[config.mk]
export PLATFORM = sky130hd
export DESIGN_NAME = dac_regbank
export DESIGN_NICKNAME = d
export VERILOG_FILES = /design/src/rtl/dac_regbank_pkg.sv /design/src/rtl/dac_addr_decode.sv /design/src/rtl/dac_chan_reg.sv /design/src/rtl/dac_ctrl_reg.sv /design/src/rtl/dac_regbank.sv
export SDC_FILE = /design/constraint.sdc
export NUM_CORES = 1
export LEC_CHECK = 0
export BUFFER_PORTS_ARGS = -buffer_cell sky130_fd_sc_hd__buf_2
export CAP_MARGIN = 25
export CORE_ASPECT_RATIO = 1.4
export CORE_MARGIN = 4
export CORE_UTILIZATION = 45
export DETAILED_ROUTE_END_ITERATION = 10
export GPL_TIMING_DRIVEN = 1
export HOLD_SLACK_MARGIN = 0.06
export PLACE_DENSITY = 0.68
export SLEW_MARGIN = 10
export SYNTH_ARGS = -nofsm -noshare
export SYNTH_HDL_FRONTEND = slang
export SYNTH_HIERARCHICAL = 1
export SYNTH_SLANG_ARGS = --single-unit
[constraint.sdc]
create_clock -name clk -period 1.5 [get_ports clk]
set_input_delay 0.3 -clock clk [delete_from_list [all_inputs] [get_ports clk]]
set_output_delay 0.3 -clock clk [all_outputs]
set_load 0.01 [all_outputs]
[src/rtl/dac_regbank_pkg.sv]
package dac_regbank_pkg;
  localparam int NCH_DEF = 4;
  localparam int DW_DEF  = 12;
  localparam int AW_DEF  = 6;
  localparam int BW      = 16;

  localparam logic [15:0] ADR_MODE  = 16'h0002;
  localparam logic [15:0] ADR_DCTL  = 16'h0012;
  localparam logic [15:0] ADR_DATA0 = 16'h0014;

  localparam int POL_TOP  = 7;
  localparam int GAIN_TOP = 11;
  localparam int EN_BIT   = 1;
  localparam int BUF_BIT  = 0;

  function automatic logic [15:0] data_addr(input int ch);
    return ADR_DATA0 + 16'(ch * 2);
  endfunction

  function automatic int pol_pos(input int ch);
    return POL_TOP - ch;
  endfunction

  function automatic int gain_pos(input int ch);
    return GAIN_TOP - ch;
  endfunction
endpackage

[src/rtl/dac_addr_decode.sv]
module dac_addr_decode
  import dac_regbank_pkg::*;
#(
  parameter int NCH = NCH_DEF,
  parameter int AW  = AW_DEF
) (
  input  logic           clk,
  input  logic           rst_n,
  input  logic           bus_wr,
  input  logic           bus_rd,
  input  logic [AW-1:0]  bus_addr,
  output logic           wr_mode,
  output logic           wr_dctl,
  output logic [NCH-1:0] wr_chan,
  output logic           cm_ctrl,
  output logic           cm_data
);
  logic [15:0] addr_x;
  logic        rd_only;

  assign addr_x  = 16'(bus_addr);
  assign rd_only = bus_rd && !bus_wr;
  assign wr_mode = bus_wr && (addr_x == ADR_MODE);
  assign wr_dctl = bus_wr && (addr_x == ADR_DCTL);
  assign cm_ctrl = rd_only && (addr_x == ADR_DCTL);
  assign cm_data = rd_only && (addr_x == ADR_MODE);

  for (genvar ch = 0; ch < NCH; ch++) begin : g_chdec
    assign wr_chan[ch] = bus_wr && (addr_x == data_addr(ch));
  end

  AST_WR_ONEHOT: assert property (@(posedge clk) disable iff (!rst_n)
    $onehot0({wr_chan, wr_mode, wr_dctl}));
endmodule

[src/rtl/dac_chan_reg.sv]
module dac_chan_reg #(
  parameter int DW = 12,
  parameter int BW = 16
) (
  input  logic          clk,
  input  logic          rst_n,
  input  logic          wr,
  input  logic [BW-1:0] wdata,
  input  logic          buffered,
  input  logic          commit,
  output logic [DW-1:0] act
);
  logic [DW-1:0] stg;

  always_ff @(posedge clk or negedge rst_n) begin
    if (!rst_n) begin
      stg <= '0;
      act <= '0;
    end else begin
      if (wr) begin
        stg <= wdata[DW-1:0];
        if (!buffered) act <= wdata[DW-1:0];
      end else if (commit) begin
        act <= stg;
      end
    end
  end

  AST_DATA_COMMIT: assert property (@(posedge clk) disable iff (!rst_n)
    commit && !wr |=> act == $past(stg));
  AST_DATA_HOLD: assert property (@(posedge clk) disable iff (!rst_n)
    buffered && !commit |=> $stable(act));
  AST_DATA_DIRECT: assert property (@(posedge clk) disable iff (!rst_n)
    wr && !buffered |=> act == $past(wdata[DW-1:0]));
endmodule

[src/rtl/dac_ctrl_reg.sv]
module dac_ctrl_reg
  import dac_regbank_pkg::*;
#(
  parameter int NCH = NCH_DEF
) (
  input  logic           clk,
  input  logic           rst_n,
  input  logic           wr_mode,
  input  logic           wr_dctl,
  input  logic           cm_ctrl,
  input  logic [BW-1:0]  wdata,
  output logic           en,
  output logic           buffered,
  output logic [NCH-1:0] pol_act,
  output logic [NCH-1:0] gain_act
);
  logic [NCH-1:0] pol_stg, gain_stg;
  logic [NCH-1:0] pol_in, gain_in;

  for (genvar ch = 0; ch < NCH; ch++) begin : g_field
    assign pol_in[ch]  = wdata[pol_pos(ch)];
    assign gain_in[ch] = wdata[gain_pos(ch)];
  end

  always_ff @(posedge clk or negedge rst_n) begin
    if (!rst_n) begin
      en       <= 1'b0;
      buffered <= 1'b0;
    end else if (wr_mode) begin
      en       <= wdata[EN_BIT];
      buffered <= wdata[BUF_BIT];
    end
  end

  always_ff @(posedge clk or negedge rst_n) begin
    if (!rst_n) begin
      pol_stg  <= '0;
      gain_stg <= '0;
      pol_act  <= '0;
      gain_act <= '0;
    end else begin
      if (wr_dctl) begin
        pol_stg  <= pol_in;
        gain_stg <= gain_in;
        if (!buffered) begin
          pol_act  <= pol_in;
          gain_act <= gain_in;
        end
      end else if (cm_ctrl) begin
        pol_act  <= pol_stg;
        gain_act <= gain_stg;
      end
    end
  end

  AST_MODE_LOAD: assert property (@(posedge clk) disable iff (!rst_n)
    wr_mode |=> en == $past(wdata[EN_BIT]) && buffered == $past(wdata[BUF_BIT]));
  AST_CTRL_COMMIT: assert property (@(posedge clk) disable iff (!rst_n)
    cm_ctrl |=> pol_act == $past(pol_stg) && gain_act == $past(gain_stg));
  AST_CTRL_HOLD: assert property (@(posedge clk) disable iff (!rst_n)
    buffered && !cm_ctrl |=> $stable(pol_act) && $stable(gain_act));
endmodule

[src/rtl/dac_regbank.sv]
module dac_regbank
  import dac_regbank_pkg::*;
#(
  parameter int NCH = NCH_DEF,
  parameter int DW  = DW_DEF,
  parameter int AW  = AW_DEF
) (
  input  logic              clk,
  input  logic              rst_n,
  input  logic              bus_wr,
  input  logic              bus_rd,
  input  logic [AW-1:0]     bus_addr,
  input  logic [BW-1:0]     bus_wdata,
  output logic [NCH*DW-1:0] dac_code,
  output logic [NCH-1:0]    dac_bipolar,
  output logic [NCH-1:0]    dac_gain
);
  logic           wr_mode, wr_dctl, cm_ctrl, cm_data;
  logic [NCH-1:0] wr_chan;
  logic           en, buffered;
  logic [DW-1:0]  act_code [NCH];

  dac_addr_decode #(.NCH(NCH), .AW(AW)) u_dec (
    .clk(clk), .rst_n(rst_n), .bus_wr(bus_wr), .bus_rd(bus_rd),
    .bus_addr(bus_addr), .wr_mode(wr_mode), .wr_dctl(wr_dctl),
    .wr_chan(wr_chan), .cm_ctrl(cm_ctrl), .cm_data(cm_data)
  );

  dac_ctrl_reg #(.NCH(NCH)) u_ctrl (
    .clk(clk), .rst_n(rst_n), .wr_mode(wr_mode), .wr_dctl(wr_dctl),
    .cm_ctrl(cm_ctrl), .wdata(bus_wdata), .en(en), .buffered(buffered),
    .pol_act(dac_bipolar), .gain_act(dac_gain)
  );

  for (genvar ch = 0; ch < NCH; ch++) begin : g_chan
    dac_chan_reg #(.DW(DW), .BW(BW)) u_chan (
      .clk(clk), .rst_n(rst_n), .wr(wr_chan[ch]), .wdata(bus_wdata),
      .buffered(buffered), .commit(cm_data), .act(act_code[ch])
    );
    assign dac_code[ch*DW +: DW] = en ? act_code[ch] : '0;
  end

  AST_NO_COMMIT_ON_WRITE: assert property (@(posedge clk) disable iff (!rst_n)
    bus_wr && bus_rd |-> !cm_ctrl && !cm_data);
  AST_ZERO_WHEN_OFF: assert property (@(posedge clk) disable iff (!rst_n)
    wr_mode && !bus_wdata[EN_BIT] |=> dac_code == '0);
endmodule

After elaboration in Yosys (flattened, before gate mapping)
Index checks and enable logic that the tools add are counted.

Register bits after elaboration: 114. Output and inout port bits: 56. Logic and storage cells: 64.

Eq/ne operators: 11. Muxes and demuxes: 19. Reduce and logical (&&, ||, !) cells: 20.

Operator list (number): 12-bit 2-to-1 mux (13); 6-bit by 5-bit equality test with 1-bit output (second input constant) (5); 4-bit 2-to-1 mux (6); 2-bit inequality test (second input constant) (5); 2-bit AND reduction (5); 2-bit nonzero test (5); 1-bit logical AND (9); 6-bit by 2-bit equality test with 1-bit output (second input constant) (1); 1-bit logical NOT (1).

Logic depth before layout (Yosys ltp)
Depth after elaboration: 5. Gate-level depth with buffers: 5.

Cells and area by module
The synthesis kept the hierarchy.

By module, submodules not included: dac_chan_reg (times used 4, cells each 77, area each 1178.6 um2); dac_ctrl_reg (times used 1, cells each 56, area each 857.1 um2); dac_regbank (times used 1, cells each 53, area each 370.4 um2); dac_addr_decode (times used 1, cells each 16, area each 107.6 um2).

Worst setup path before layout
No wires, ideal clock.

Path kind: input to register. From: input bus_wr. To: register g_chan[0].u_chan.act[0]. Library setup time: 0.126 ns. Arrival time: 3.068 ns. Required time: 1.374 ns. Slack: -1.694 ns. Stages: 5. Path buffers: 1. Cell sequence: or4b_4 -> nor4_1 -> buf_6 -> mux2i_1 -> mux2i_1.

Longest elaborated chain between the ends: 5.

RTL lines: start, declared (line dac_regbank.sv:10) `input logic bus_wr,`; 1-bit logical NOT (line dac_addr_decode.sv:22) `assign rd_only = bus_rd && !bus_wr;`; 1-bit logical AND (line dac_addr_decode.sv:22); 1-bit logical AND (line dac_addr_decode.sv:26) `assign cm_data = rd_only && (addr_x == ADR_MODE);`; named net cm_data (line dac_regbank.sv:18) `logic wr_mode, wr_dctl, cm_ctrl, cm_data;`; 2-bit nonzero test (no line); 2-bit AND reduction (no line); end signal, assigned (line dac_chan_reg.sv:22) `if (!buffered) act <= wdata[DW-1:0];`; end signal, assigned (line dac_chan_reg.sv:24) `act <= stg;`; end, declared (line dac_chan_reg.sv:11) `output logic [DW-1:0] act`.

The timed path passes the listed nets, and every way through them passes these cells. A chain may end at the register's enable or synchronous reset.

Worst setup path in the final report
From: input bus_addr[2]. To: register g_chan[3].u_chan.act[5].

Longest elaborated chain between the ends: 4.

RTL lines: start, declared (line dac_regbank.sv:12) `input logic [AW-1:0] bus_addr,`; 6-bit by 2-bit equality test with 1-bit output (line dac_addr_decode.sv:26); 1-bit logical AND (line dac_addr_decode.sv:26); named net cm_data (line dac_regbank.sv:18); 2-bit nonzero test (no line); 2-bit AND reduction (no line); end signal, assigned (line dac_chan_reg.sv:22); end signal, assigned (line dac_chan_reg.sv:24); end, declared (line dac_chan_reg.sv:11).

The timed path passes the listed nets, and every way through them passes these cells.

==> summary.txt <==
Outcome
  • Status: complete, but fails checks
  • Failing checks: negative setup slack

GRT
  • Initial antenna violation count: 0
  • Overall routing resource usage: around 20%
  • First-pass GRT wire length: ~24 mm
  • Met1 usage in global routing: 24.58%
  • Via count of the first global-routing pass: roughly 4,400
  • GR Layer Usage met3: 4.578%
  • Pin count of the biggest net entering global routing: 31
  • Met2 usage: between 30 and 40%
  • Most Crowded Layer GR: met2
  • GRT overflow: 0

Critical path
  • Element type at the critical path end: flip-flop
  • Slowest cell on the critical path: or4b_4
  • Sequence of cells on the critical path: buf_6 -> or4b_4 -> nor4_4 -> buf_6 -> buf_12 -> mux2i_2 -> mux2i_1
  • R2R Path End: g_chan[3].u_chan/act[4]
  • FF-to-FF path depth: 3
  • Largest stage delay on the critical path: about 550 ps
  • Count of buffer and inverter cells on the critical path: 3
  • Critical path arrival: about 2000 ps
  • Cell repeated most along the worst path: buf_6
  • Startpoint of the most critical register-to-register path: u_ctrl/buffered
  • Critical path launch point type: primary input
  • Slack of the worst reg-to-reg path: approximately 320 ps
  • Startpoint-to-endpoint class of the critical path: primary input to flip-flop
  • Req. time, crit path: about 1800 ps
  • Kind of cell adding the most delay to the critical path: simple AND/OR/NAND/NOR gates
  • Worst Path Max Fanout: 6

Detailed routing
  • Via count: around 3,900
  • Final routed DRC violation total: 0
  • 1st-iter DRT viols: 146
  • Sum of routed wire length over all layers: ~14 mm
  • Average vias per placed instance: approximately 5.2
  • Number of nets with antenna violations after detailed routing: 0
  • Per-cell routed wire length: about 19 um
  • Count of TritonRoute iterations in the first routing pass: 4

Timing
  • Hold slack: about 310 ps
  • Unrepaired setup endpoints after global routing: yes
  • Highest clock rate: roughly 600 MHz
  • Post-route clock period utilization: 112.1%
  • Worst path setup slack after routing: -181.1 ps
  • Slew Viols, Final: 0
  • Post-route minimum period: roughly 1700 ps
  • Number of hold-slack violations in the final timing report: 0
  • Final sum of negative setup slack: -13,440 ps
  • Relative slew slack: around 70%
  • Transition time of the tightest slew-check pin: approximately 460 ps
  • Finish-stage setup viols: about 100
  • Clock skew: between 8 and 9 ps

Logic synthesis
  • Nets in the synthesized netlist: 459
  • Sequential element share of the synthesized area: a little under half
  • Synth cell types: 20
  • Basic-gate share of the synthesized area counting and, or, nand and nor cells: around 7%
  • Mux contribution to synthesized area: just over 40%
  • Combinational family with the most area after synthesis: multiplexers
  • Syn_area_per_cell: between 10 and 15 sq um
  • Cell taking the most area after synthesis: dfrtp_1
  • Synthesized-area fraction occupied by ao, oa, aoi and oai cells: 0%
  • Adder-cell area share of the yosys netlist: 0%
  • Share of the synthesized area in the top cell type: 47.16%
  • Total of flip-flops plus latches after synthesis: approximately 110
  • Number of cells produced by synthesis: ~430
  • Post-synthesis cell area: between 6000 and 7000 sq um
  • Synth Warn #: 6
  • Top post-synthesis cells by area: dfrtp_1 (47%), mux2i_1 (28%), mux2_4 (8.4%)
  • Xor and xnor area share after synthesis: 0%

Floorplanning
  • Row count: between 40 and 50
  • Die Footprint: 15,390 sq um
  • Floorplan die width: roughly 110 um
  • Initial Utilization: 46.54%
  • Top-Level Pins: 82
  • Vertical die dimension: around 150 um
  • Std-Cell Core Area: 13,000 sq um

Hold path
  • Worst hold path cell count: 2
  • Hold WC Path Type: primary input to flip-flop
  • Endpoint with the worst hold slack: g_chan[2].u_chan/stg[3]
  • Hold Path Origin: bus_wdata[3]

Finish
  • Most common library cell in the layout ignoring fill and taps: mux2i_1
  • Area taken by multi-input logic gates: about 3000 sq um
  • Inserted Diodes: 0
  • Fraction of layout instances using a drive strength above 1: 46.82%
  • Number of inserted filler cells in the final layout: between 1,000 and 1,500
  • Sequential cell area: approximately 2900 sq um
  • Total Nets Final: around 590
  • Utilization of the core after routing: between 60 and 70%
  • Most used cells in the layout excluding fill and tap cells: mux2i_1 (166), dfrtp_1 (112), buf_2 (50)
  • Signed area change from the synthesized netlist to the final layout: 33.01%

CTS
  • Clock sink count: 114
  • Clock-pin slew reported for the worst setup and hold paths after clock tree synthesis: 50 ps
  • Htree depth: 4
  • CTS Root Buffer Type: clkbuf_16
  • Total CTS buffers: 17
  • CTS max path bufs: 2
  • TritonCTS clock tree: done
  • Skew-Pair Late Insertion Delay: 410 ps

Power and ir drop
  • Power per standard cell area: approximately 1200 nW/um^2
  • Worst-case vdd ir drop: ~0.65 mV
  • Power after layout: approximately 9.7 mW
  • Total leakage power: between 3 and 4 nW

Place
  • Detailed placement HPWL: around 9.5 mm
  • Routability congestion estimate: 0.8050
  • Post-Place Worst Slack: -502.1 ps
  • Quantity of I/O buffers inserted on ports: just under 80

Job
  • Max-cap violations: 0
## how the worst max path moves through the flow
stage | startpoint | end | slack (ps) | cells after the start
6_report | bus_addr[2] | g_chan[3].u_chan/act[5] | -180 | 7
5_1_grt | bus_addr[2] | g_chan[2].u_chan/act[6] | -250 | 7
4_1_cts | u_ctrl/en | dac_code[23] | -190 | 3
3_5_place_dp | bus_wr | g_chan[1].u_chan/act[8] | -500 | 7
3_3_place_gp | bus_wr | g_chan[0].u_chan/act[8] | -420 | 7
2_1_floorplan | bus_wr | g_chan[0].u_chan/act[0] | -590 | 5
## final cells by class
cell class	instances	share of cell area [%]
multi-input combinational	288	37.66
sequential	114	35.48
timing repair buffer	145	16.19
clock buffer	21	5.847
tap	178	2.768
clock inverter	11	1.959
inverter	2	0.09330
## logic make-up (layout without fill, tap and decap cells)
group	count (synthesis)	after routing
mux	226	226
flops	114	114
simple gates	62	62
buf+inv	31	179
## per-layer routing
layer / vias up / wire [um]
met5: - / 0
met4: 0 / 386
met3: 21 / 425
met2: 75 / 7436
met1: 2036 / 6178
li1: 1815 / -
## what timing repair did
item | in CTS | in global routing
hold buffers | 1 | 0
pin swaps | 0 | 4
resized for setup | 32 | 50
setup endpoints to repair | 90 | 107
setup buffers | 4 | 13
gates cloned | 3 | 0
hold endpoints to repair | 24 | 0
## synth_stat cells
cell and number:
buf_6 20, nor2_1 2, nand4bb_1 1, nor4_1 5
nand4b_1 1, and2_1 27, buf_4 6, or3b_2 1
or2b_1 1, inv_1 2, nor3_1 1, clkbuf_2 2
dfrtp_1 114, mux2_4 34, mux2_2 24, nand2b_1 1
or4b_4 1, buf_12 1, mux2i_1 168, and2_2 21
## per-stage QoR
stage | cells | area (sq um)
after floorplan | 433 | 6073
after global placement | 709 | 6918
after detailed placement | 709 | 6918
after CTS | 749 | 7800
after global routing | 759 | 8046
final | 759 | 8046
## where the power goes
group / internal [mW] / switching [mW]
logic: 0.826 / 0.680
registers: 3.53 / 0.347
clock network: 2.89 / 1.40
total: 7.25 / 2.42
## registers in the layout, indices dropped and copies added, names as in the netlist
name and cells:
u_ctrl/pol_stg 4, u_ctrl/gain_act 4, u_ctrl/en 1, u_ctrl/gain_stg 4, g_chan.u_chan/act 48, g_chan.u_chan/stg 48, u_ctrl/pol_act 4, u_ctrl/buffered 1
(Power assumes the default switching activity.)
